$ cat config.mk
export PLATFORM = sky130hd
export DESIGN_NAME = cmp_timer
export DESIGN_NICKNAME = d
export VERILOG_FILES = /design/src/rtl/cmp_timer.sv
export SDC_FILE = /design/constraint.sdc
export NUM_CORES = 1
export LEC_CHECK = 0
export CAP_MARGIN = 40
export CORE_UTILIZATION = 45
export DETAILED_ROUTE_END_ITERATION = 10
export PLACE_DENSITY_LB_ADDON = 0.15
export SLEW_MARGIN = 0
export SYNTH_ARGS = -nofsm -noshare
export SYNTH_HDL_FRONTEND = slang
export SYNTH_SLANG_ARGS = --single-unit
$ cat constraint.sdc
create_clock -name clk -period 2.9 [get_ports clk]
set_clock_uncertainty 0.2 [all_clocks]
set_input_delay 0.29 -clock clk [delete_from_list [all_inputs] [get_ports clk]]
set_output_delay 0.29 -clock clk [all_outputs]
set_load 0.02 [all_outputs]
$ cat src/rtl/cmp_timer.sv
module cmp_timer #(
  parameter int W = 8
) (
  input  logic         clk,
  input  logic         rst_n,
  input  logic         tick,
  input  logic [1:0]   mode,
  input  logic [1:0]   com,
  input  logic         cnt_we,
  input  logic [W-1:0] cnt_wdata,
  input  logic         ocr_we,
  input  logic [W-1:0] ocr_wdata,
  input  logic         foc,
  input  logic         ocie,
  input  logic         toie,
  input  logic         gie,
  input  logic         ocf_clr,
  input  logic         tov_clr,
  input  logic         ocf_ack,
  input  logic         tov_ack,
  output logic [W-1:0] cnt_o,
  output logic [W-1:0] ocr_rd,
  output logic         oc_pin,
  output logic         ocf,
  output logic         tov,
  output logic         cmp_irq,
  output logic         ovf_irq
);
  localparam logic [W-1:0] TOP_V = {W{1'b1}};
  localparam logic [1:0] M_WRAP = 2'b00, M_DUAL = 2'b01, M_CLR = 2'b10, M_FAST = 2'b11;

  logic [W-1:0] cnt_q, buf_q, act_q, cnt_d;
  logic up_q, up_d, oc_q, oc_d, ocf_q, tov_q, ovf_hit;

  wire step   = tick & ~cnt_we;
  wire match  = (cnt_q == act_q);
  wire at_top = (cnt_q == TOP_V);
  wire at_bot = (cnt_q == '0);
  wire pwm    = mode[0];
  wire rising = at_bot | (up_q & ~at_top);

  function automatic logic pin_act(input logic [1:0] c, input logic cur);
    case (c)
      2'b01:   pin_act = ~cur;
      2'b10:   pin_act = 1'b0;
      2'b11:   pin_act = 1'b1;
      default: pin_act = cur;
    endcase
  endfunction

  always_comb begin
    cnt_d   = cnt_q;
    up_d    = up_q;
    ovf_hit = 1'b0;
    if (cnt_we) cnt_d = cnt_wdata;
    else if (tick) begin
      case (mode)
        M_DUAL: begin
          cnt_d   = rising ? cnt_q + 1'b1 : cnt_q - 1'b1;
          up_d    = rising;
          ovf_hit = at_bot & ~up_q;
        end
        M_CLR: begin
          cnt_d   = (match | at_top) ? '0 : cnt_q + 1'b1;
          ovf_hit = at_top;
        end
        default: begin
          cnt_d   = cnt_q + 1'b1;
          ovf_hit = at_top;
        end
      endcase
    end
  end

  always_comb begin
    oc_d = oc_q;
    if (foc & ~pwm) oc_d = pin_act(com, oc_q);
    else if (step) begin
      case (mode)
        M_FAST: begin
          if (com[1] & at_top)     oc_d = ~com[0];
          else if (com[1] & match) oc_d = com[0];
        end
        M_DUAL: if (com[1] & match) oc_d = rising ? com[0] : ~com[0];
        default: if (match) oc_d = pin_act(com, oc_q);
      endcase
    end
  end

  always_ff @(posedge clk or negedge rst_n) begin
    if (!rst_n) begin
      cnt_q <= '0;
      buf_q <= '0;
      act_q <= '0;
      up_q  <= 1'b1;
      oc_q  <= 1'b0;
      ocf_q <= 1'b0;
      tov_q <= 1'b0;
    end else begin
      cnt_q <= cnt_d;
      up_q  <= up_d;
      oc_q  <= oc_d;
      if (ocr_we) buf_q <= ocr_wdata;
      if (ocr_we & ~pwm)              act_q <= ocr_wdata;
      else if (pwm & step & at_top)   act_q <= buf_q;
      ocf_q <= (step & match) | (ocf_q & ~(ocf_ack | ocf_clr));
      tov_q <= ovf_hit | (tov_q & ~(tov_ack | tov_clr));
    end
  end

  assign cnt_o   = cnt_q;
  assign ocr_rd  = buf_q;
  assign oc_pin  = oc_q;
  assign ocf     = ocf_q;
  assign tov     = tov_q;
  assign cmp_irq = ocf_q & ocie & gie;
  assign ovf_irq = tov_q & toie & gie;


  cnt_write_chk: assert property (@(posedge clk) disable iff (!rst_n)
    cnt_we |=> (cnt_o == $past(cnt_wdata)));


  idle_hold_chk: assert property (@(posedge clk) disable iff (!rst_n)
    (!tick && !cnt_we) |=> $stable(cnt_o));


  ocf_rise_chk: assert property (@(posedge clk) disable iff (!rst_n)
    $rose(ocf) |-> $past(step && match));


  tov_rise_chk: assert property (@(posedge clk) disable iff (!rst_n)
    $rose(tov) |-> $past(tick && !cnt_we));


  buf_hold_chk: assert property (@(posedge clk) disable iff (!rst_n)
    (pwm && !(step && at_top)) |=> $stable(act_q));


  pwm_force_chk: assert property (@(posedge clk) disable iff (!rst_n)
    (pwm && foc && !tick) |=> $stable(oc_pin));
endmodule

==> results of run 1 <==
## where the power goes
| part | switching (mW) | total [mW] | internal [mW] |
|---|---|---|---|
| Sequential | 0.0898 | 0.541 | 0.451 |
| Combinational | 0.236 | 0.492 | 0.256 |
| Clock | 0.131 | 0.316 | 0.185 |
## critical path, stage by stage (launching register included)
cell and delay [ns]:
dfrtp_1 0.38, ha_1 0.24, and4_4 0.29, nand4_4 0.19, a221oi_1 0.30, o21ai_1 0.31, a221oi_1 0.35, nor2_1 0.08
## cell type report
| type | count | area, um2 |
|---|---|---|
| Clock buffer | 3 | 41.3 |
| Clock inverter | 1 | 30.0 |
| Inverter | 7 | 26.3 |
| Sequential cell | 28 | 702 |
| Timing Repair Buffer | 64 | 613 |
| Multi-Input combinational cell | 164 | 1120 |
| Tap cell | 50 | 62.6 |
| Fill cell | 338 | 1430 |
## final timing paths
kind,startpoint,to,depth (start not counted)
max in group asynchronous,rst_n,up_q$_DFFE_PN1P_,2
min in group clk,up_q$_DFFE_PN1P_,up_q$_DFFE_PN1P_,2
max reg2reg,cnt_o[0]$_DFFE_PN0P_,cnt_o[5]$_DFFE_PN0P_,7
min,rst_n,cnt_o[7]$_DFFE_PN0P_,2
max,cnt_o[0]$_DFFE_PN0P_,cnt_o[5]$_DFFE_PN0P_,7
min reg2reg,up_q$_DFFE_PN1P_,up_q$_DFFE_PN1P_,2
## flip-flops by register name (all words and copies together) (netlist names)
name and flops:
cnt_o 8, up_q 1, ocr_rd 8, act_q 8
ocf 1, tov 1, oc_pin 1
## synthesized netlist by cell type (all sizes together) (5+ instances only)
master	number	share of area [%]
a221oi	6	2.7
xnor2	9	4.1
nand2	14	2.7
nand4	5	2.4
mux2i	9	4.7
nand3	7	1.8
ha	6	3.9
dfrtp	27	35
clkbuf	6	1.2
a21oi	22	5.8
buf	7	2.1
o21ai	6	1.6
mux2	8	4.7
inv	7	1.4
and3	5	1.7
xor2	5	2.3
nor2	29	5.7
## kinds of logic after synthesis
logic type	Yosys count	share of synthesized area [%]
and+or+nand+nor	77	20.6
xor gates and xnor gates	14	6.41
adders and majority gates	6	3.92
AOI/OAI and AO/OA	50	18.3
muxes	17	9.42
buffers and inverters	20	4.64
DFF	28	36.7
## metal layers
metal  global-route usage, %  vias to the layer above
li1                        -                      865
met1                    29.3                      858
met2                    36.3                       75
met3                    3.38                        8
met4                    6.38                        0
met5                       0                        -
## metrics by stage
| stage | util [%] | cells | hold WS [ns] |
|---|---|---|---|
| floorplan | - | 212 | -0.206 |
| global placement | 62.5 | 312 | 0.307 |
| detailed placement | 62.7 | 313 | 0.307 |
| CTS | 64.5 | 317 | 0.189 |
| global route | 64.5 | 317 | 0.231 |
| finish | 64.5 | 317 | 0.174 |
==> flow_metrics.tcl, run 1 <==
set metrics [dict create \
    outcome "finished, final reports clean" \
    core_um2 4030 \
    via_per_inst 5.70 \
    async_flop_share_pct 100 \
    worstSetupPathType "reg -> reg" \
    path_clk_slew_ns 0.10 \
    wl_met1_um 2000 \
    ys_seq_area_share_pct 36.7 \
    diodes 0 \
    pre_cts_slack_ns 0.230 \
    crit_required_ns 2.87 \
    maxCapViolCount 0 \
    grtUsageTotal_pct 21.9 \
    first_pass_iters 4 \
    power_mw 1.35 \
    drt_wl_total_um 4680 \
    dp_hpwl_um 3430 \
    die_area_um2 4520 \
    io_pins 54 \
    max_freq_mhz 408 \
    place_area_um2 2530 \
    syn_to_final_growth_pct 35.8 \
    cts_tree "yes" \
    fin_area_um2 2600 \
    synth_edf_count 0 \
    min_period_ns 2.45 \
    nets 307 \
    setup_ws_ns 0.450 \
    vdd_drop_max_mv 0.357 \
    gp_congestion 0.847 \
    final-setup-viol-count 0 \
    clockBufferDepth 2 \
    start_kind "flop" \
    yosys_warnings 0 \
    grt_setup_unrepaired "false" \
    hp-class "in -> async" \
    portBuffers 53 \
    ys.flop_type "dfrtp_1" \
    critPathCaptureType "flop" \
    leakagePower_nw 1.10 \
    grt_max_degree 29 \
    initial_core_util_pct 47.5 \
    maxSlewHeadroom_pct 52.6 \
    antenna_found_initial 0 \
    clkLatencyLatePin_ns 0.28 \
    grt_pass1_wl_um 7470 \
    postSynthAreaPerCell_um2 9.02 \
    dr_wl_met2_um 2260 \
    grt_pass1_vias 1627 \
    fin_setup_tns_ns 0 \
    highest_layer "met4" \
    final_common_cell "clkdlybuf4s50_1" \
    grt.overflow.total 0 \
    drt_iter0_markers 88 \
    p_per_area_nw_per_um2 519 \
    netlist_area_um2 1910 \
    r2r_setup_slack_ns 0.45 \
    drive_gt1_share_pct 11.6 \
    wl_met3_um 376 \
    final_cell_mix "clkdlybuf4s50_1, nor2_1, dfrtp_1, a21oi_1, nand2_1" \
    die_y_um 67.2 \
    hold_viol 0 \
    ant_nets 0 \
    htree_num_levels 1 \
    synthCells 212 \
    cts_sinks 28 \
    slew_violations 0 \
    critPathArrivalTime_ns 2.42 \
    drc 0 \
    rows 23 \
    syn-num-nets 251 \
    ys_types 44 \
    fin_crit_sh_pct 84.5 \
    cts_hold_buf 0 \
    path_max_fanout 11 \
    ys_seq_elements 28 \
    worstMarginPinSlew_ns 0.706 \
    die-width_um 67.2 \
    avgRoutedWirePerCell_um 14.8 \
    vias 1806 \
    cts_buffers 3 \
    post-cts-setup-buffers 0 \
    root_buffer "clkbuf_8" \
    post_cts_resize_count 0 \
]
Power figures use the tool's default switching activity.
==> run 2, diff against run 1 <==
Settings changed: CORE_UTILIZATION 45 to 43.
Clock period 2.9 ns to 2.1 ns, I/O delays scaled along.
==> flow_metrics.tcl, run 2 (synthesized netlist as in run 1, its figures left out) <==
set metrics [dict create \
    outcome "finished, violations left" \
    violations "setup timing" \
    fillers 349 \
    htree_num_levels 1 \
    drt_wl_total_um 5170 \
    via_per_inst 5.37 \
    root_buffer "clkbuf_8" \
    cts_sinks 28 \
    critPathCaptureType "flop" \
    grt_pass1_vias 1785 \
    pre_cts_slack_ns -0.193 \
    syn_to_final_growth_pct 56.8 \
    drc 0 \
    cts_buffers 3 \
    wl_met1_um 2420 \
    min_period_ns 2.17 \
    portBuffers 53 \
    cts_tree "yes" \
    drt_iter0_markers 113 \
    core_um2 4140 \
    rows 23 \
    nets 345 \
    r2r_cells 9 \
    fin_crit_sh_pct 103 \
    grt_pass1_wl_um 8030 \
    avgRoutedWirePerCell_um 14.6 \
    critPathArrivalTime_ns 2.16 \
    crit_required_ns 2.10 \
    setup_ws_ns -0.0657 \
    gp_congestion 0.870 \
    maxSlewHeadroom_pct 68.2 \
    first_pass_iters 4 \
    vdd_drop_max_mv 0.516 \
    holdWs_ns 0.103 \
    power_mw 2.06 \
    worstMarginPinSlew_ns 0.474 \
    cts_hold_buf 0 \
    layout.cells.non_filler 355 \
    io_pins 54 \
    cp-startpoint "cnt_o[1]$_DFFE_PN0P_" \
    final_cell_mix "clkdlybuf4s50_1, buf_4, nor2_1, a21oi_1, dfrtp_1" \
    wl_met3_um 234 \
    reg2reg_to "cnt_o[6]$_DFFE_PN0P_" \
    slowest_stage "dfrtp_2" \
    grt_setup_unrepaired "true" \
    worstSetupPathType "reg -> reg" \
    ant_nets 0 \
    clkLatencyLatePin_ns 0.28 \
    initial_core_util_pct 46.2 \
    p_per_area_nw_per_um2 685 \
    die-width_um 68.7 \
    max_freq_mhz 462 \
    final-setup-viol-count 7 \
    path_max_fanout 6 \
    grt_max_degree 29 \
    path_cells "ha_4 > and4_4 > nand4_4 > buf_6 > a2111oi_4 > buf_4 > nand2b_1 > o2111a_1 > a22oi_1" \
    cpPeakStageDelay_ns 0.42 \
    register_area_um2 709 \
    grt.overflow.total 0 \
    reg2reg_from "cnt_o[1]$_DFFE_PN0P_" \
    slew_violations 0 \
    leakagePower_nw 1.31 \
    highest_layer "met4" \
    grtUsageTotal_pct 23.0 \
    die_y_um 68.7 \
    hold_viol 0 \
    crit_end "cnt_o[6]$_DFFE_PN0P_" \
    final_common_cell "clkdlybuf4s50_1" \
    die_area_um2 4720 \
    placed_cells 344 \
    path_clk_slew_ns 0.10 \
    clockBufferDepth 2 \
    diodes 0 \
    multi_input_area_um2 1220 \
    dr_wl_met2_um 2460 \
    dp_hpwl_um 3840 \
    drive_gt1_share_pct 29.2 \
    vias 1906 \
    start_kind "flop" \
    r2r_setup_slack_ns -0.07 \
    antenna_found_initial 0 \
    maxCapViolCount 0 \
    hp-class "in -> async" \
    fin_setup_tns_ns -0.316 \
]
run 2: what timing repair did:
action	in CTS	in global routing
gates resized for setup	5	9
setup endpoints to repair	6	9
setup buffers	2	5
pin swaps	5	8
run 2: worst min-delay path by stage:
stage | from | slack, ns | to
finish | rst_n | 0.10 | cnt_o[2]$_DFFE_PN0P_
global route | rst_n | 0.15 | cnt_o[7]$_DFFE_PN0P_
CTS | rst_n | 0.12 | cnt_o[2]$_DFFE_PN0P_
detailed placement | tov$_DFF_PN0_ | 0.31 | tov$_DFF_PN0_
global placement | ocr_rd[7]$_DFFE_PN0P_ | 0.31 | ocr_rd[7]$_DFFE_PN0P_
floorplan | rst_n | -0.29 | act_q[0]$_DFFE_PN0P_
run 2: stage by stage:
step | util, % | area (um2)
after floorplan | - | 1970
after detailed placement | 67.8 | 2810
after global placement | 67.8 | 2810
final | 72.4 | 3000
after global routing | 72.4 | 3000
after CTS | 70.4 | 2920
run 2: power breakdown:
group	leakage, nW	switching [mW]	internal [mW]
combinational	0.958	0.405	0.475
sequential	0.320	0.109	0.629
clock	0.0357	0.182	0.255
total	1.31	0.696	1.36
run 2: per-layer routing:
metal / global-route usage [%] / vias up
met5: 0 / -
met4: 5.36 / 0
met3: 5.43 / 8
met2: 37.1 / 49
met1: 31.0 / 896
li1: - / 953
run 2: critical path, delay by kind of cell (launching register included):
family	cells	cell delay (ns)
AO/OA/AOI/OAI	3	0.58
buffers and inverters	2	0.35
flip-flops	1	0.42
AND/OR/NAND/NOR	3	0.38
adder cells (fa/ha/maj)	1	0.15
run 2: area by class of cell:
class,count,area share [%]
Inverter,7,0.876
Clock buffer,3,1.38
Tap cell,50,2.09
Multi-Input combinational cell,164,40.8
Timing Repair Buffer,102,30.2
Sequential cell,28,23.7
Clock inverter,1,1.00
==> run 3, diff against run 2 <==
Clock period 2.1 ns to 1.84 ns, I/O delays scaled along.
==> flow_metrics.tcl, run 3 (synthesized netlist as in run 1, its figures left out) <==
set metrics [dict create \
    drc 0 \
    seq_power_share_pct 35.6 \
    min_period_ns 2.16 \
    die_area_um2 4720 \
    cts_buffers 3 \
    hold_viol 0 \
    leakagePower_nw 1.40 \
    first_pass_iters 4 \
    antenna_found_initial 0 \
    vdd_drop_max_mv 0.601 \
    clock_power_share_pct 20.8 \
    diodes 0 \
    root_buffer "clkbuf_8" \
    final_common_cell "buf_4" \
    maxCapViolCount 0 \
    nets 352 \
    grtUsageTotal_pct 23.8 \
    syn_to_final_growth_pct 62.1 \
    max_freq_mhz 462 \
    drive_gt1_share_pct 31.4 \
    gp_congestion 0.917 \
    rows 23 \
    clkLatencyLatePin_ns 0.28 \
    p_sw_share_pct 33.7 \
    r2r_setup_slack_ns -0.32 \
    maxSlewHeadroom_pct 65.9 \
    grt.overflow.total 0 \
    drt_wl_total_um 5320 \
    cts_hold_buf 0 \
    initial_core_util_pct 46.2 \
    io_pins 54 \
    via_per_inst 5.35 \
    worstSetupPathType "reg -> reg" \
    outcome "finished, violations left" \
    grt_pass1_wl_um 8190 \
    avgRoutedWirePerCell_um 14.7 \
    p_sw_mw 0.789 \
    reg2reg_to "oc_pin$_DFFE_PN0P_" \
    grt_setup_unrepaired "true" \
    r2r_cells 8 \
    power_mw 2.34 \
    dp_hpwl_um 3930 \
    hp-class "in -> async" \
    violations "setup timing" \
    htree_num_levels 1 \
    internal_power_mw 1.55 \
    crit_required_ns 1.82 \
    cts_sinks 28 \
    die_y_um 68.7 \
    path_clk_slew_ns 0.10 \
    die-width_um 68.7 \
    vias 1935 \
    clockBufferDepth 2 \
    ant_nets 0 \
    final_cell_mix "buf_4, clkdlybuf4s50_1, nor2_1, a21oi_1, dfrtp_1" \
    pre_cts_slack_ns -0.538 \
    grt_max_degree 29 \
    critPathCaptureType "flop" \
    setup_ws_ns -0.322 \
    slew_violations 0 \
    cts_tree "yes" \
    core_um2 4140 \
    fin_crit_sh_pct 118 \
    drt_iter0_markers 133 \
    p_per_area_nw_per_um2 756 \
    critPathArrivalTime_ns 2.14 \
    worstMarginPinSlew_ns 0.508 \
    comb_power_share_pct 43.6 \
    start_kind "flop" \
    portBuffers 53 \
    reg2reg_from "cnt_o[0]$_DFFE_PN0P_" \
    grt_pass1_vias 1805 \
    final_util_pct 74.8 \
    holdWs_ns 0.0786 \
    path_max_fanout 5 \
    final-setup-viol-count 17 \
]
## run 3: cell types whose count changed in the layout (fill, tap and decap cells not counted), moves of 2 or more
cell	previous run	this run
clkdlybuf4s50_1	53	42
dlygate4sd2_1	0	8
buf_4	47	50
buf_6	2	5
dlymetal6s2s_1	0	3
xnor2_1	6	9
xnor2_2	3	0
a221oi_1	1	3
a221oi_2	5	3
## run 3: power groups by stage
stage               Sequential [mW]  Combinational, mW  Clock [mW]
CTS                           0.833              0.996       0.502
global route                  0.846               1.11       0.524
global placement              0.856              0.930           0
finish                        0.833               1.02       0.488
detailed placement            0.858              0.941           0
floorplan                     0.892              0.473           0
## run 3: layout make-up
cell class              instances  area (um2)
multi-input cells             164        1250
fillers                       301        1040
repair buffers                109         980
flip-flops and latches         28         711
well taps                      50        62.6
clock buffers                   3        41.3
clock inverters                 1        30.0
inverters                       7        26.3
## run 3: what timing repair did
item                                    in CTS  in global routing
pin swaps                                    5                  4
buffers inserted                             5                  2
gates resized for setup                     24                 11
hold endpoints to repair                     0                  0
endpoints found under the setup margin      23                 21
gates cloned                                 0                  0
## run 3: worst max path at each step
stage                         start  slack, ns              endpoint
2_1_floorplan  cnt_o[1]$_DFFE_PN0P_      -0.36  cnt_o[5]$_DFFE_PN0P_
3_3_place_gp                mode[1]      -0.45  cnt_o[2]$_DFFE_PN0P_
3_5_place_dp                mode[0]      -0.54  cnt_o[7]$_DFFE_PN0P_
4_1_cts        cnt_o[0]$_DFFE_PN0P_      -0.30    oc_pin$_DFFE_PN0P_
5_1_grt        cnt_o[0]$_DFFE_PN0P_      -0.40    oc_pin$_DFFE_PN0P_
6_report       cnt_o[0]$_DFFE_PN0P_      -0.32    oc_pin$_DFFE_PN0P_
## run 3: metrics by stage
| step | area (um2) | TNS [ns] | std cells |
|---|---|---|---|
| after floorplan | 1970 | -4.81 | 212 |
| after global placement | 2860 | -4.31 | 351 |
| after detailed placement | 2860 | -5.11 | 351 |
| after CTS | 3020 | -3.49 | 360 |
| after global routing | 3100 | -5.24 | 362 |
| final | 3100 | -3.56 | 362 |
## run 3: critical path, stage by stage, from the launching register on
cell and delay, ns:
dfrtp_2 0.43, ha_4 0.14, and4_4 0.23, nand4_4 0.13, buf_6 0.18, nor3b_4 0.19
o221ai_2 0.13, a221o_1 0.28, a22o_1 0.18
## run 3: routing by layer
metal | GRT usage (%) | part of all wire, % | vias to the layer above
li1 | - | - | 957
met1 | 31.0 | 44 | 911
met2 | 40.2 | 50 | 59
met3 | 5.10 | 5.2 | 8
met4 | 5.61 | 1.1 | 0
met5 | 0 | 0 | -
